==> src/rtl/i2c_rm_pkg.sv <==
package i2c_rm_pkg;

    localparam int PTR_W = 8;

    typedef enum logic [2:0] {
        ST_IDLE,
        ST_RX,
        ST_ACK,
        ST_RD_LOAD,
        ST_RD_BIT,
        ST_RD_ACK
    } eng_state_t;

    // meaning of the byte being received
    typedef enum logic [1:0] {
        PH_ADDR,
        PH_PTR,
        PH_DATA,
        PH_GC
    } rx_phase_t;

    // where to go once the acknowledge slot ends
    typedef enum logic [1:0] {
        NX_RX,
        NX_READ,
        NX_IDLE
    } after_ack_t;

    typedef struct packed {
        eng_state_t           state;
        rx_phase_t            phase;
        after_ack_t           after;
        logic [3:0]           cnt;
        logic [7:0]           shift;
        logic [PTR_W-1:0]     ptr;
        logic                 sda_oe;
        logic                 we;
        logic                 inc;
        logic [7:0]           wdata;
        logic                 re;
        logic                 rst;
        logic                 mack;
    } eng_regs_t;

    typedef struct packed {
        logic scl;
        logic sda;
    } line_pair_t;

endpackage

==> src/rtl/i2c_rm_sync.sv <==
module i2c_rm_sync #(
    parameter int STAGES = 2,
    parameter int LINES  = 2
) (
    input  logic             clk,
    input  logic             rst_n,
    input  logic [LINES-1:0] din,
    output logic [LINES-1:0] dout
);

    // one independent flop chain per line; idle bus level is high
    for (genvar g = 0; g < LINES; g++) begin : g_line
        logic [STAGES-1:0] chain_d, chain_q;

        always_comb begin
            chain_d = {chain_q[STAGES-2:0], din[g]};
        end

        always_ff @(posedge clk or negedge rst_n) begin
            if (!rst_n) chain_q <= '1;
            else        chain_q <= chain_d;
        end

        assign dout[g] = chain_q[STAGES-1];
    end

endmodule

==> src/rtl/i2c_rm_cond.sv <==
module i2c_rm_cond
    import i2c_rm_pkg::*;
(
    input  logic clk,
    input  logic rst_n,
    input  logic scl_s,
    input  logic sda_s,
    output logic scl_rise,
    output logic scl_fall,
    output logic start_det,
    output logic stop_det
);

    line_pair_t prev_d, prev_q;

    always_comb begin
        prev_d.scl = scl_s;
        prev_d.sda = sda_s;
    end

    always_ff @(posedge clk or negedge rst_n) begin
        if (!rst_n) prev_q <= '{scl: 1'b1, sda: 1'b1};
        else        prev_q <= prev_d;
    end

    // SDA edges while SCL stays high frame a transfer
    assign scl_rise  =  scl_s & ~prev_q.scl;
    assign scl_fall  = ~scl_s &  prev_q.scl;
    assign start_det =  scl_s &  prev_q.scl &  prev_q.sda & ~sda_s;
    assign stop_det  =  scl_s &  prev_q.scl & ~prev_q.sda &  sda_s;

endmodule

==> src/rtl/i2c_rm_engine.sv <==
module i2c_rm_engine
    import i2c_rm_pkg::*;
#(
    parameter logic [6:0] DEV_ADDR = 7'h48,
    parameter int         NUM_REGS = 19,
    parameter int         FIRST_RW = 7,
    parameter logic [7:0] RST_CMD  = 8'hBF,
    parameter logic [7:0] GC_CODE  = 8'h06
) (
    input  logic             clk,
    input  logic             rst_n,
    input  logic             sda_s,
    input  logic             scl_rise,
    input  logic             scl_fall,
    input  logic             start_det,
    input  logic             stop_det,
    input  logic [7:0]       rdata,
    output logic             sda_oe,
    output logic [PTR_W-1:0] ptr,
    output logic [7:0]       wdata,
    output logic             we,
    output logic             re,
    output logic             rst_pulse
);

    localparam logic [PTR_W-1:0] RW_LO = PTR_W'(FIRST_RW);
    localparam logic [PTR_W-1:0] RW_HI = PTR_W'(NUM_REGS);
    localparam logic [3:0]       BYTE_BITS = 4'd8;

    eng_regs_t q, n;

    always_comb begin
        n     = q;
        n.we  = 1'b0;
        n.re  = 1'b0;
        n.rst = 1'b0;
        n.inc = 1'b0;
        // pointer step deferred by one cycle so the strobe sees the old pointer
        if (q.inc) n.ptr = q.ptr + 1'b1;

        if (stop_det) begin
            n.state  = ST_IDLE;
            n.ptr    = '0;
            n.sda_oe = 1'b0;
        end else if (start_det) begin
            n.state  = ST_RX;
            n.phase  = PH_ADDR;
            n.cnt    = '0;
            n.sda_oe = 1'b0;
        end else begin
            unique case (q.state)
                ST_IDLE: begin
                    n.sda_oe = 1'b0;
                end
                ST_RX: begin
                    if (scl_rise && q.cnt < BYTE_BITS) begin
                        n.shift = {q.shift[6:0], sda_s};
                        n.cnt   = q.cnt + 4'd1;
                    end else if (scl_fall && q.cnt == BYTE_BITS) begin
                        n.state  = ST_ACK;
                        n.sda_oe = 1'b1;
                        n.after  = NX_RX;
                        unique case (q.phase)
                            PH_ADDR: begin
                                if (q.shift[7:1] == DEV_ADDR) begin
                                    n.phase = PH_PTR;
                                    n.after = q.shift[0] ? NX_READ : NX_RX;
                                end else if (q.shift == 8'h00) begin
                                    n.phase = PH_GC;
                                end else begin
                                    n.state  = ST_IDLE;
                                    n.sda_oe = 1'b0;
                                end
                            end
                            PH_PTR: begin
                                n.phase = PH_DATA;
                                if (q.shift == RST_CMD) begin
                                    n.rst = 1'b1;
                                    n.ptr = '0;
                                end else begin
                                    n.ptr = q.shift;
                                end
                            end
                            PH_DATA: begin
                                n.we    = (q.ptr >= RW_LO) && (q.ptr < RW_HI);
                                n.wdata = q.shift;
                                n.inc   = 1'b1;
                            end
                            PH_GC: begin
                                if (q.shift == GC_CODE) begin
                                    n.rst   = 1'b1;
                                    n.after = NX_IDLE;
                                end else begin
                                    n.state  = ST_IDLE;
                                    n.sda_oe = 1'b0;
                                end
                            end
                            default: ;
                        endcase
                    end
                end
                ST_ACK: begin
                    if (scl_fall) begin
                        n.sda_oe = 1'b0;
                        n.cnt    = '0;
                        unique case (q.after)
                            NX_READ: n.state = ST_RD_LOAD;
                            NX_IDLE: n.state = ST_IDLE;
                            default: n.state = ST_RX;
                        endcase
                    end
                end
                ST_RD_LOAD: begin
                    n.shift  = rdata;
                    n.re     = 1'b1;
                    n.sda_oe = ~rdata[7];
                    n.cnt    = '0;
                    n.state  = ST_RD_BIT;
                end
                ST_RD_BIT: begin
                    if (scl_fall) begin
                        if (q.cnt == 4'd7) begin
                            n.sda_oe = 1'b0;
                            n.mack   = 1'b0;
                            n.state  = ST_RD_ACK;
                        end else begin
                            n.shift  = {q.shift[6:0], 1'b0};
                            n.sda_oe = ~q.shift[6];
                            n.cnt    = q.cnt + 4'd1;
                        end
                    end
                end
                ST_RD_ACK: begin
                    if (scl_rise) n.mack = ~sda_s;
                    if (scl_fall) begin
                        if (q.mack) begin
                            n.ptr   = q.ptr + 1'b1;
                            n.state = ST_RD_LOAD;
                        end else begin
                            n.state = ST_IDLE;
                        end
                    end
                end
                default: n.state = ST_IDLE;
            endcase
        end
    end

    always_ff @(posedge clk or negedge rst_n) begin
        if (!rst_n) begin
            q <= '{state: ST_IDLE, phase: PH_ADDR, after: NX_RX, default: '0};
        end else begin
            q <= n;
        end
    end

    assign sda_oe    = q.sda_oe;
    assign ptr       = q.ptr;
    assign wdata     = q.wdata;
    assign we        = q.we;
    assign re        = q.re;
    assign rst_pulse = q.rst;

    // any STOP leaves the pointer at zero
    a_r4_stop_clears_ptr: assert property (@(posedge clk) disable iff (!rst_n)
        stop_det |=> (q.ptr == '0));

    // START or repeated START restarts address reception
    a_r3_start_restarts: assert property (@(posedge clk) disable iff (!rst_n)
        (start_det && !stop_det) |=> (q.state == ST_RX && q.phase == PH_ADDR && q.cnt == '0));

    // each write strobe is one cycle and is followed by one pointer step
    a_r2_we_single: assert property (@(posedge clk) disable iff (!rst_n)
        q.we |=> !q.we);
    a_r2_ptr_steps: assert property (@(posedge clk) disable iff (!rst_n)
        (q.we && !stop_det) |=> (q.ptr == PTR_W'($past(q.ptr) + 1'b1)));

    // an idle target never holds SDA low
    a_r1_idle_released: assert property (@(posedge clk) disable iff (!rst_n)
        (q.state == ST_IDLE) |-> !q.sda_oe);

    // register reset is a single-cycle pulse
    a_r7_rst_single: assert property (@(posedge clk) disable iff (!rst_n)
        q.rst |=> !q.rst);

endmodule

==> src/rtl/i2c_regmap_target.sv <==
module i2c_regmap_target
    import i2c_rm_pkg::*;
#(
    parameter int         SYNC_STAGES = 2,
    parameter logic [6:0] DEV_ADDR    = 7'h48,
    parameter int         NUM_REGS    = 19,
    parameter int         FIRST_RW    = 7,
    parameter logic [7:0] RST_CMD     = 8'hBF,
    parameter logic [7:0] GC_CODE     = 8'h06
) (
    input  logic             clk,
    input  logic             rst_n,
    input  logic             scl_i,
    input  logic             sda_i,
    output logic             sda_oe,
    output logic [PTR_W-1:0] reg_addr,
    input  logic [7:0]       reg_rdata,
    output logic [7:0]       reg_wdata,
    output logic             reg_we,
    output logic             reg_re,
    output logic             regs_reset
);

    localparam int LINES = 2;

    logic [LINES-1:0] raw_lines, sync_lines;
    logic scl_rise, scl_fall, start_det, stop_det;

    assign raw_lines = {scl_i, sda_i};

    i2c_rm_sync #(.STAGES(SYNC_STAGES), .LINES(LINES)) u_sync (
        .clk   (clk),
        .rst_n (rst_n),
        .din   (raw_lines),
        .dout  (sync_lines)
    );

    i2c_rm_cond u_cond (
        .clk       (clk),
        .rst_n     (rst_n),
        .scl_s     (sync_lines[1]),
        .sda_s     (sync_lines[0]),
        .scl_rise  (scl_rise),
        .scl_fall  (scl_fall),
        .start_det (start_det),
        .stop_det  (stop_det)
    );

    i2c_rm_engine #(
        .DEV_ADDR (DEV_ADDR),
        .NUM_REGS (NUM_REGS),
        .FIRST_RW (FIRST_RW),
        .RST_CMD  (RST_CMD),
        .GC_CODE  (GC_CODE)
    ) u_engine (
        .clk       (clk),
        .rst_n     (rst_n),
        .sda_s     (sync_lines[0]),
        .scl_rise  (scl_rise),
        .scl_fall  (scl_fall),
        .start_det (start_det),
        .stop_det  (stop_det),
        .rdata     (reg_rdata),
        .sda_oe    (sda_oe),
        .ptr       (reg_addr),
        .wdata     (reg_wdata),
        .we        (reg_we),
        .re        (reg_re),
        .rst_pulse (regs_reset)
    );

    // write strobes only ever reach the writable window
    a_r6_we_in_window: assert property (@(posedge clk) disable iff (!rst_n)
        reg_we |-> (reg_addr >= PTR_W'(FIRST_RW) && reg_addr < PTR_W'(NUM_REGS)));

    // a strobe and a register reset never coincide
    a_r9_strobes_apart: assert property (@(posedge clk) disable iff (!rst_n)
        $countones({reg_we, reg_re, regs_reset}) <= 1);

endmodule

==> config.mk <==
export PLATFORM = sky130hd
export DESIGN_NAME = i2c_regmap_target
export DESIGN_NICKNAME = d
export VERILOG_FILES = /design/src/rtl/i2c_rm_pkg.sv /design/src/rtl/i2c_rm_sync.sv /design/src/rtl/i2c_rm_cond.sv /design/src/rtl/i2c_rm_engine.sv /design/src/rtl/i2c_regmap_target.sv
export SDC_FILE = /design/constraint.sdc
export NUM_CORES = 1
export LEC_CHECK = 0
export BUFFER_PORTS_ARGS = -buffer_cell sky130_fd_sc_hd__buf_2
export CORE_MARGIN = 1
export CORE_UTILIZATION = 59
export CTS_CLUSTER_DIAMETER = 30
export DETAILED_ROUTE_END_ITERATION = 8
export PLACE_DENSITY = 0.8
export SYNTH_ARGS = -nofsm -noshare
export SYNTH_HDL_FRONTEND = slang
export SYNTH_SLANG_ARGS = --single-unit
==> constraint.sdc <==
create_clock -name clk -period 2.25 [get_ports clk]
set_input_delay 0 -clock clk [delete_from_list [all_inputs] [get_ports clk]]
set_output_delay 0 -clock clk [all_outputs]
set_load 0.005 [all_outputs]
==> results of run 1 <==
-- layout by cell type (no fill, tap or decap), types with 6 or more instances in the layout --
cell type	Yosys	final
dfrtp_1	41	41
a21oi_1	22	22
inv_1	8	8
nand3_1	8	8
xor2_1	7	7
xnor2_1	6	6
o21ai_0	12	12
nor2_1	27	27
buf_4	18	14
nor3_1	6	6
dfstp_2	6	6
nand2_1	38	38
mux2_1	8	8
ha_1	7	7
buf_2	7	31
mux2i_1	8	8
-- worst paths after layout --
path	start	end	slack, ns	cells past startpoint
min in group asynchronous	rst_n	u_engine.q[32]	0.32	3
worst min-delay path	reg_rdata[4]	u_engine.q[26]	0.001	3
max in group asynchronous	rst_n	u_engine.q[34]	1.54	3
worst min register to register	u_sync.g_line[1].chain_q[0]	u_sync.g_line[1].chain_q[1]	0.36	0
worst max-delay path	u_sync.g_line[1].chain_q[1]	u_engine.wdata[7]	0.25	5
worst max register to register	u_sync.g_line[1].chain_q[1]	u_engine.wdata[7]	0.25	5
-- layout make-up --
type | count | area, um2 | area share (%)
clock buffers | 5 | 68.8 | 2.14
clock inverters | 3 | 25.0 | 0.780
inverters | 9 | 33.8 | 1.05
multi-input cells | 231 | 1500 | 46.9
flip-flops and latches | 47 | 1180 | 36.9
well taps | 67 | 83.8 | 2.61
repair buffers | 50 | 310 | 9.67
-- sequential cells by signal (all words and copies together) (netlist names) --
name	cells
u_engine.q	21
u_engine.ptr	8
u_engine.wdata	8
u_sync.g_line.chain_q	4
u_cond.prev_q	2
u_engine.re	1
u_engine.rst_pulse	1
u_engine.sda_oe	1
u_engine.we	1
-- power by group --
part | internal, W | total [W] | leakage, nW | switching (W)
clock | 0.000222 | 0.000523 | 0.0443 | 0.000301
sequential | 0.000971 | 0.00121 | 0.589 | 0.000237
combinational | 0.000291 | 0.000614 | 0.897 | 0.000323
-- critical path: cells and delay by family, from the launching register on --
family,cells,cell delay (ns)
and+or+nand+nor,4,0.89
muxes,1,0.35
DFF,1,0.65
-- cell families after synthesis --
| kind of cell | synth area share [%] |
|---|---|
| adder cells (fa/ha/maj) | 3.01 |
| multiplexers | 7.00 |
| AO/OA/AOI/OAI | 16.5 |
| XOR/XNOR | 3.91 |
| flip-flops | 40.6 |
| buffers and inverters | 7.90 |
| AND/OR/NAND/NOR | 21.1 |
-- routing by layer --
layer  up-vias  global-route usage (%)  routed length, um
met5         -                       0                  0
met4         0                    8.71                 94
met3        14                    3.19                425
met2       116                    42.0               3110
met1      1153                    41.2               3170
li1       1166                       -                  -
-- repair_timing --
item / in CTS / in global routing
hold endpoints to repair: 45 / 0
hold buffers: 5 / 0
endpoints found under the setup margin: 0 / 2
resized for setup: 0 / 1
-- metrics by stage --
stage | instances | total power, W | setup WS [ns] | utilization [%] | instance area (um2)
global route | 412 | 0.00248 | 0.0688 | 67.9 | 3210
floorplan | 317 | 0.00161 | 0.464 | - | 2910
global placement | 399 | 0.00178 | 0.281 | 64.8 | 3060
detailed placement | 399 | 0.00181 | 0.181 | 64.8 | 3060
CTS | 412 | 0.00235 | 0.161 | 67.8 | 3200
finish | 412 | 0.00234 | 0.254 | 67.9 | 3210
==> impl_metrics.yaml, run 1 <==
status:
  status: "finished, final reports clean"
clock_tree:
  cts.clk_slew.worst_paths_ns: 0.10
  cts-buffers-inserted: 5
  cts_buffer_depth: 2
  cts_htree_levels: 2
  clock-root-buffer: "clkbuf_8"
  cts_tree: "done"
  cts_sinks: 47
  clk_latency_ns: 0.30
  cts_setup_buffers: 0
route:
  via_count: 2449
  antenna_left: 0
  avgRoutedWirePerCell_um: 16.5
  drt_pass1_iterations: 5
  drc_errors: 0
  vias_per_cell: 5.94
  routed_wl_um: 6800
  drtIter0Drc: 216
global_route:
  grt_pass1_vias: 2264
  antenna_found_initial: 0
  grt_pass1_wl_um: 11000
  grt_max_degree: 48
  grt_use_total_pct: 27.5
  grt_remaining_overflow: 0
final_layout:
  antenna-diode-count: 0
  nFillCells: 365
  area_growth_pct: 10.2
  drive_gt1_share_pct: 21.4
  final_nets: 363
placed_design:
  gp_congestion: 1.01
  io_buffers: 31
  hpwl_um: 4910
timing:
  rsz0062_at_grt: "false"
  period_minus_slack_ns: 2.00
  hold_violations: 0
  max_freq_mhz: 501
  setup_violations: 0
  report.final.slew_viol_count: 0
  max_slew_margin_pct: 60.8
  final.setup.tns_ns: 0
  fin_hold_ws_ns: 0.00128
  worst_clock_skew_ns: 0.0126
  worstMarginPinSlew_ns: 0.587
  fin_crit_sh_pct: 88.7
synth:
  netlist_area_um2: 2910
  synth_most_common_cell: "dfrtp_1"
  synth-edff-count: 0
  synth_cells: 317
  synth.distinct_cells: 59
  yosysSeqAreaShare_pct: 40.6
  synth_area_leaders: "dfrtp_1 (35%), dfstp_2 (5.4%), nand2_1 (4.9%), buf_4 (4.6%), a21oi_1 (3.8%)"
  postSynthAreaPerCell_um2: 9.19
  yosysWarnings: 0
  syn-num-nets: 336
  synthTopCellsByCount: "dfrtp_1 (41), nand2_1 (38), nor2_1 (27)"
  synth_top_area_share_pct: 35.2
  synth-async-reset-ratio_pct: 100
  synth_top_area_cell: "dfrtp_1"
  synth-seq-cells: 47
  synthFlopType: "dfrtp_1"
pwr:
  peakVddDrop_v: 0.000520
  p_leak_nw: 1.53
  powerDensity_nw_per_um2: 731
critical_path:
  path_cells: "nor3b_2, nor3_1, and2_2, nand2_4, mux2_1"
  arrival_ns: 2.19
  cp.required_ns: 2.44
  cp-end-kind: "flip-flop"
  max_stage_delay_ns: 0.65
  crit_type: "flip-flop to flip-flop"
  cp-start-kind: "flip-flop"
  crit_slowest_cell: "dfstp_2"
  critPathMaxFanout: 10
floorplanning:
  rows: 25
  core_um2: 4720
  dieArea_um2: 5220
  die_h_um: 72.3
  io_pins: 32
  initial_core_util_pct: 61.7
  die_w_um: 72.3
worst_hold_path:
  hold_class: "input pin to flip-flop"
job:
  drv_cap: 0
Power figures use the tool's default switching activity.
==> run 2, diff against run 1 <==
==> constraint.sdc (replaced) <==
create_clock -name clk -period 2.25 [get_ports clk]
set_input_delay 0.45 -clock clk [delete_from_list [all_inputs] [get_ports clk]]
set_output_delay 0.45 -clock clk [all_outputs]
set_load 0.005 [all_outputs]
==> impl_metrics.yaml, run 2 (synthesis results as in run 1) <==
final_layout:
  largest_reg_flops: 21
  final_cell_mix: "dfrtp_1 (41), nand2_1 (38), buf_2 (31), nor2_1 (27), a21oi_1 (22)"
  final_cell_count_no_fill: 408
  final_nets: 359
  final_area_um2: 3190
  largest_register: "u_engine.q"
  final_common_cell: "dfrtp_1"
  area_growth_pct: 9.49
  drive_gt1_share_pct: 22.0
  nFillCells: 384
  antenna-diode-count: 0
pwr:
  powerDensity_nw_per_um2: 768
  seqPwrFrac_pct: 49.1
  p_switching_w: 0.000855
  p_leak_nw: 1.53
  swShare_pct: 34.9
  peakVddDrop_v: 0.000873
  p_int_w: 0.00159
  power_frac_clock_pct: 26.2
  combPwrFrac_pct: 24.7
critical_path:
  worst-r2r-setup-slack_ns: 0.21
  critPathMaxFanout: 10
  reg2regPathDepth: 6
  cp-end-kind: "flip-flop"
  arrival_ns: 2.29
  cp-start-kind: "flip-flop"
  crit_type: "flip-flop to flip-flop"
  cp.required_ns: 2.50
global_route:
  antenna_found_initial: 0
  grt_remaining_overflow: 0
  grt_max_degree: 30
  grt_pass1_wl_um: 11000
  grt_use_total_pct: 27.5
  grt_pass1_vias: 2238
placed_design:
  dp.cells: 400
  dpl_cell_area_um2: 3070
  gp_congestion: 0.937
  hpwl_um: 4960
  io_buffers: 31
route:
  routed_wl_um: 6710
  drtIter0Drc: 240
  vias_per_cell: 5.94
  drt_pass1_iterations: 5
  drc_errors: 0
  via_count: 2424
  avgRoutedWirePerCell_um: 16.5
  antenna_left: 0
timing:
  max_slew_margin_pct: 55.4
  report.final.slew_viol_count: 0
  period_minus_slack_ns: 2.04
  rsz0062_at_grt: "false"
  worst_clock_skew_ns: 0.0122
  max_freq_mhz: 490
  setup_violations: 0
  hold_violations: 0
  worstMarginPinSlew_ns: 0.669
  final.setup.tns_ns: 0
  fin_crit_sh_pct: 90.7
job:
  drv_cap: 0
clock_tree:
  cts-buffers-inserted: 5
  clk_latency_ns: 0.31
  cts_sinks: 47
  cts.clk_slew.worst_paths_ns: 0.10
  cts_buffer_depth: 2
  cts_htree_levels: 2
  cts_tree: "done"
  cts_hold_buf: 0
  clock-root-buffer: "clkbuf_8"
  cts_setup_buffers: 0
floorplanning:
  core_um2: 4720
  die_w_um: 72.3
  die_h_um: 72.3
  dieArea_um2: 5220
  initial_core_util_pct: 61.7
  rows: 25
  io_pins: 32
worst_hold_path:
  hold_class: "input pin to async pin"
status:
  status: "finished, final reports clean"
## run 2: repair_timing
item | in CTS | in global routing
hold endpoints to repair | 0 | 0
setup endpoints to repair | 0 | 2
resized for setup | 0 | 1
## run 2: cell type report
type | instances | area, um2 | area share (%)
Tap cell | 67 | 83.8 | 2.63
Clock inverter | 3 | 47.5 | 1.49
Timing Repair Buffer | 46 | 268 | 8.40
Inverter | 9 | 33.8 | 1.06
Sequential cell | 47 | 1180 | 37.1
Clock buffer | 5 | 68.8 | 2.16
Multi-Input combinational cell | 231 | 1500 | 47.2
## run 2: power groups by stage
| stage | logic [W] | registers, W | clock network [W] |
|---|---|---|---|
| 6_report | 0.000604 | 0.00120 | 0.000642 |
| 5_1_grt | 0.000668 | 0.00122 | 0.000681 |
| 3_5_place_dp | 0.000591 | 0.00121 | 0 |
| 2_1_floorplan | 0.000499 | 0.00111 | 0 |
| 3_3_place_gp | 0.000579 | 0.00120 | 0 |
| 4_1_cts | 0.000596 | 0.00120 | 0.000652 |
## run 2: worst max-delay path, stage by stage (launching register included)
cell,delay [ns]
dfstp_2,0.66
nor3b_2,0.36
nand2_1,0.11
a21oi_2,0.15
o21ai_1,0.13
or4_1,0.50
nand3_1,0.08
## run 2: per-layer routing
metal	GRT usage [%]	routed length (um)	part of all wire (%)	vias to the layer above
met5	0	0	0	-
met4	10.9	121	1.8	0
met3	4.03	455	6.8	11
met2	40.6	2960	44	110
met1	40.8	3170	47	1138
li1	-	-	-	1165
## run 2: worst paths after layout
kind / start / to
worst max-delay path: u_sync.g_line[1].chain_q[1] / u_engine.q[33]
worst min-delay path: rst_n / u_engine.ptr[7]
worst max register to register: u_sync.g_line[1].chain_q[1] / u_engine.q[33]
worst min register to register: u_sync.g_line[0].chain_q[0] / u_sync.g_line[0].chain_q[1]
max in group asynchronous: rst_n / u_sync.g_line[1].chain_q[1]
min in group clk: sda_i / u_sync.g_line[0].chain_q[0]
## run 2: metrics by stage
stage               hold WS [ns]  setup WS, ns  power (W)  utilization (%)
global placement           0.346         0.271    0.00178             65.0
finish                     0.166         0.209    0.00245             67.5
CTS                        0.182         0.152    0.00244             67.4
detailed placement         0.347         0.175    0.00180             65.0
global route               0.214       0.00303    0.00257             67.5
floorplan                  0.154         0.464    0.00161                -
==> run 3, diff against run 2 <==
--- a/config.mk
+++ b/config.mk
@@ -6,11 +6,12 @@
 export NUM_CORES = 1
 export LEC_CHECK = 0
 export BUFFER_PORTS_ARGS = -buffer_cell sky130_fd_sc_hd__buf_2
+export CORE_ASPECT_RATIO = 1.4
 export CORE_MARGIN = 1
 export CORE_UTILIZATION = 59
 export CTS_CLUSTER_DIAMETER = 30
 export DETAILED_ROUTE_END_ITERATION = 8
-export PLACE_DENSITY = 0.8
+export PLACE_DENSITY = 0.86
 export SYNTH_ARGS = -nofsm -noshare
 export SYNTH_HDL_FRONTEND = slang
 export SYNTH_SLANG_ARGS = --single-unit
==> impl_metrics.yaml, run 3 (synthesis results as in run 1) <==
clock_tree:
  cts-buffers-inserted: 5
  cts-resized-gates: 0
  cts.clk_slew.worst_paths_ns: 0.09
  cts_sinks: 47
  cts_hold_buf: 0
  cts_setup_buffers: 0
  clock-root-buffer: "clkbuf_8"
  clk_latency_ns: 0.30
  cts_buffer_depth: 2
  cts_htree_levels: 2
  cts_tree: "done"
floorplanning:
  dieArea_um2: 5230
  io_pins: 32
  die_w_um: 61.4
  rows: 29
  initial_core_util_pct: 62.7
  die_h_um: 85.1
  core_um2: 4640
global_route:
  grt_remaining_overflow: 0
  grt_use_total_pct: 28.2
  grt_pass1_wl_um: 10800
  grt_pass1_vias: 2247
  antenna_found_initial: 0
  grt_max_degree: 26
timing:
  max_freq_mhz: 482
  period_minus_slack_ns: 2.07
  setup_violations: 0
  report.final.slew_viol_count: 0
  hold_violations: 0
  final.setup.tns_ns: 0
  worst_clock_skew_ns: 0.00680
  rsz0062_at_grt: "false"
  fin_hold_ws_ns: 0.121
  max_slew_margin_pct: 63.5
  worstMarginPinSlew_ns: 0.548
  fin_crit_sh_pct: 92.2
route:
  drt_pass1_iterations: 6
  vias_per_cell: 6.00
  avgRoutedWirePerCell_um: 16.5
  via_count: 2417
  drtIter0Drc: 192
  antenna_left: 0
  routed_wl_um: 6660
  drc_errors: 0
final_layout:
  drive_gt1_share_pct: 22.0
  area_growth_pct: 8.59
  final_cell_mix: "dfrtp_1 (41), nand2_1 (38), buf_2 (31), nor2_1 (27), a21oi_1 (22)"
  largest_reg_flops: 21
  antenna-diode-count: 0
  final_common_cell: "dfrtp_1"
  nFillCells: 398
  regArea_um2: 1180
  largest_register: "u_engine.q"
  final_nets: 359
  multi_input_area_um2: 1500
pwr:
  peakVddDrop_v: 0.000811
  p_switching_w: 0.000838
  p_int_w: 0.00149
  swShare_pct: 36.1
  powerDensity_nw_per_um2: 735
  combPwrFrac_pct: 23.8
  power_frac_clock_pct: 23.5
  seqPwrFrac_pct: 52.7
  p_leak_nw: 1.52
placed_design:
  io_buffers: 31
  hpwl_um: 4980
  gp_congestion: 0.979
critical_path:
  arrival_ns: 2.29
  crit_type: "flip-flop to flip-flop"
  r2r-start: "u_cond.prev_q[1]"
  cp-start-kind: "flip-flop"
  critPathMaxFanout: 10
  cp.required_ns: 2.46
  cp-end-kind: "flip-flop"
  reg2regPathDepth: 6
  crit_end: "u_engine.q[39]"
  r2r_end: "u_engine.q[39]"
  worst-r2r-setup-slack_ns: 0.18
  crit_path_start: "u_cond.prev_q[1]"
job:
  drv_cap: 0
status:
  status: "finished, final reports clean"
worst_hold_path:
  hold_class: "input pin to async pin"
## run 3: cell types whose count changed in the layout (fill, tap and decap cells not counted), sizes merged
cell / before / now
bufinv: 1 / 0
clkbuf: 5 / 6
## run 3: through the flow
step           util (%)  setup slack (ns)  cell area, um2  instances  total power [W]
6_report           68.1             0.175            3160        403          0.00233
2_1_floorplan         -             0.464            2910        317          0.00161
4_1_cts            68.0             0.119            3160        403          0.00232
3_3_place_gp       65.9             0.197            3060        395          0.00176
3_5_place_dp       65.9             0.166            3060        395          0.00178
5_1_grt            68.1            0.0255            3160        403          0.00247
## run 3: power groups by stage
stage          Combinational [W]  Sequential, W  Clock [W]
6_report                0.000553        0.00123   0.000546
5_1_grt                 0.000632        0.00125   0.000585
4_1_cts                 0.000549        0.00122   0.000550
3_5_place_dp            0.000545        0.00124          0
3_3_place_gp            0.000533        0.00123          0
2_1_floorplan           0.000499        0.00111          0
## run 3: layout make-up
type                       count  share of cell area [%]
clock buffer                   6                    2.61
clock inverter                 2                   0.435
inverter                       9                    1.07
multi-input combinational    231                    47.5
sequential                    47                    37.4
tap                           62                    2.45
timing repair buffer          46                    8.47
## run 3: routing by layer
layer  wire length (um)  GRT usage (%)
met3                375           3.66
met4                176           11.9
met5                  0              0
met2               3310           45.0
met1               2810           37.9
## run 3: worst min-delay path by stage
| stage | slack [ns] | endpoint | cells after the start | start |
|---|---|---|---|---|
| 6_report | 0.12 | u_engine.q[35] | 1 | rst_n |
| 5_1_grt | 0.17 | u_engine.q[35] | 1 | rst_n |
| 4_1_cts | 0.13 | u_engine.wdata[4] | 1 | rst_n |
| 3_5_place_dp | 0.35 | u_sync.g_line[0].chain_q[1] | 0 | u_sync.g_line[0].chain_q[0] |
| 3_3_place_gp | 0.35 | u_sync.g_line[1].chain_q[1] | 0 | u_sync.g_line[1].chain_q[0] |
| 2_1_floorplan | 0.15 | u_engine.ptr[0] | 0 | rst_n |
## run 3: worst max-delay path, cell delays in order, from the launching register on
cell	delay, ns
dfstp_2	0.64
nor2b_4	0.30
and2_1	0.26
nand2_1	0.11
a211oi_1	0.37
a221oi_1	0.10
nor3_1	0.21
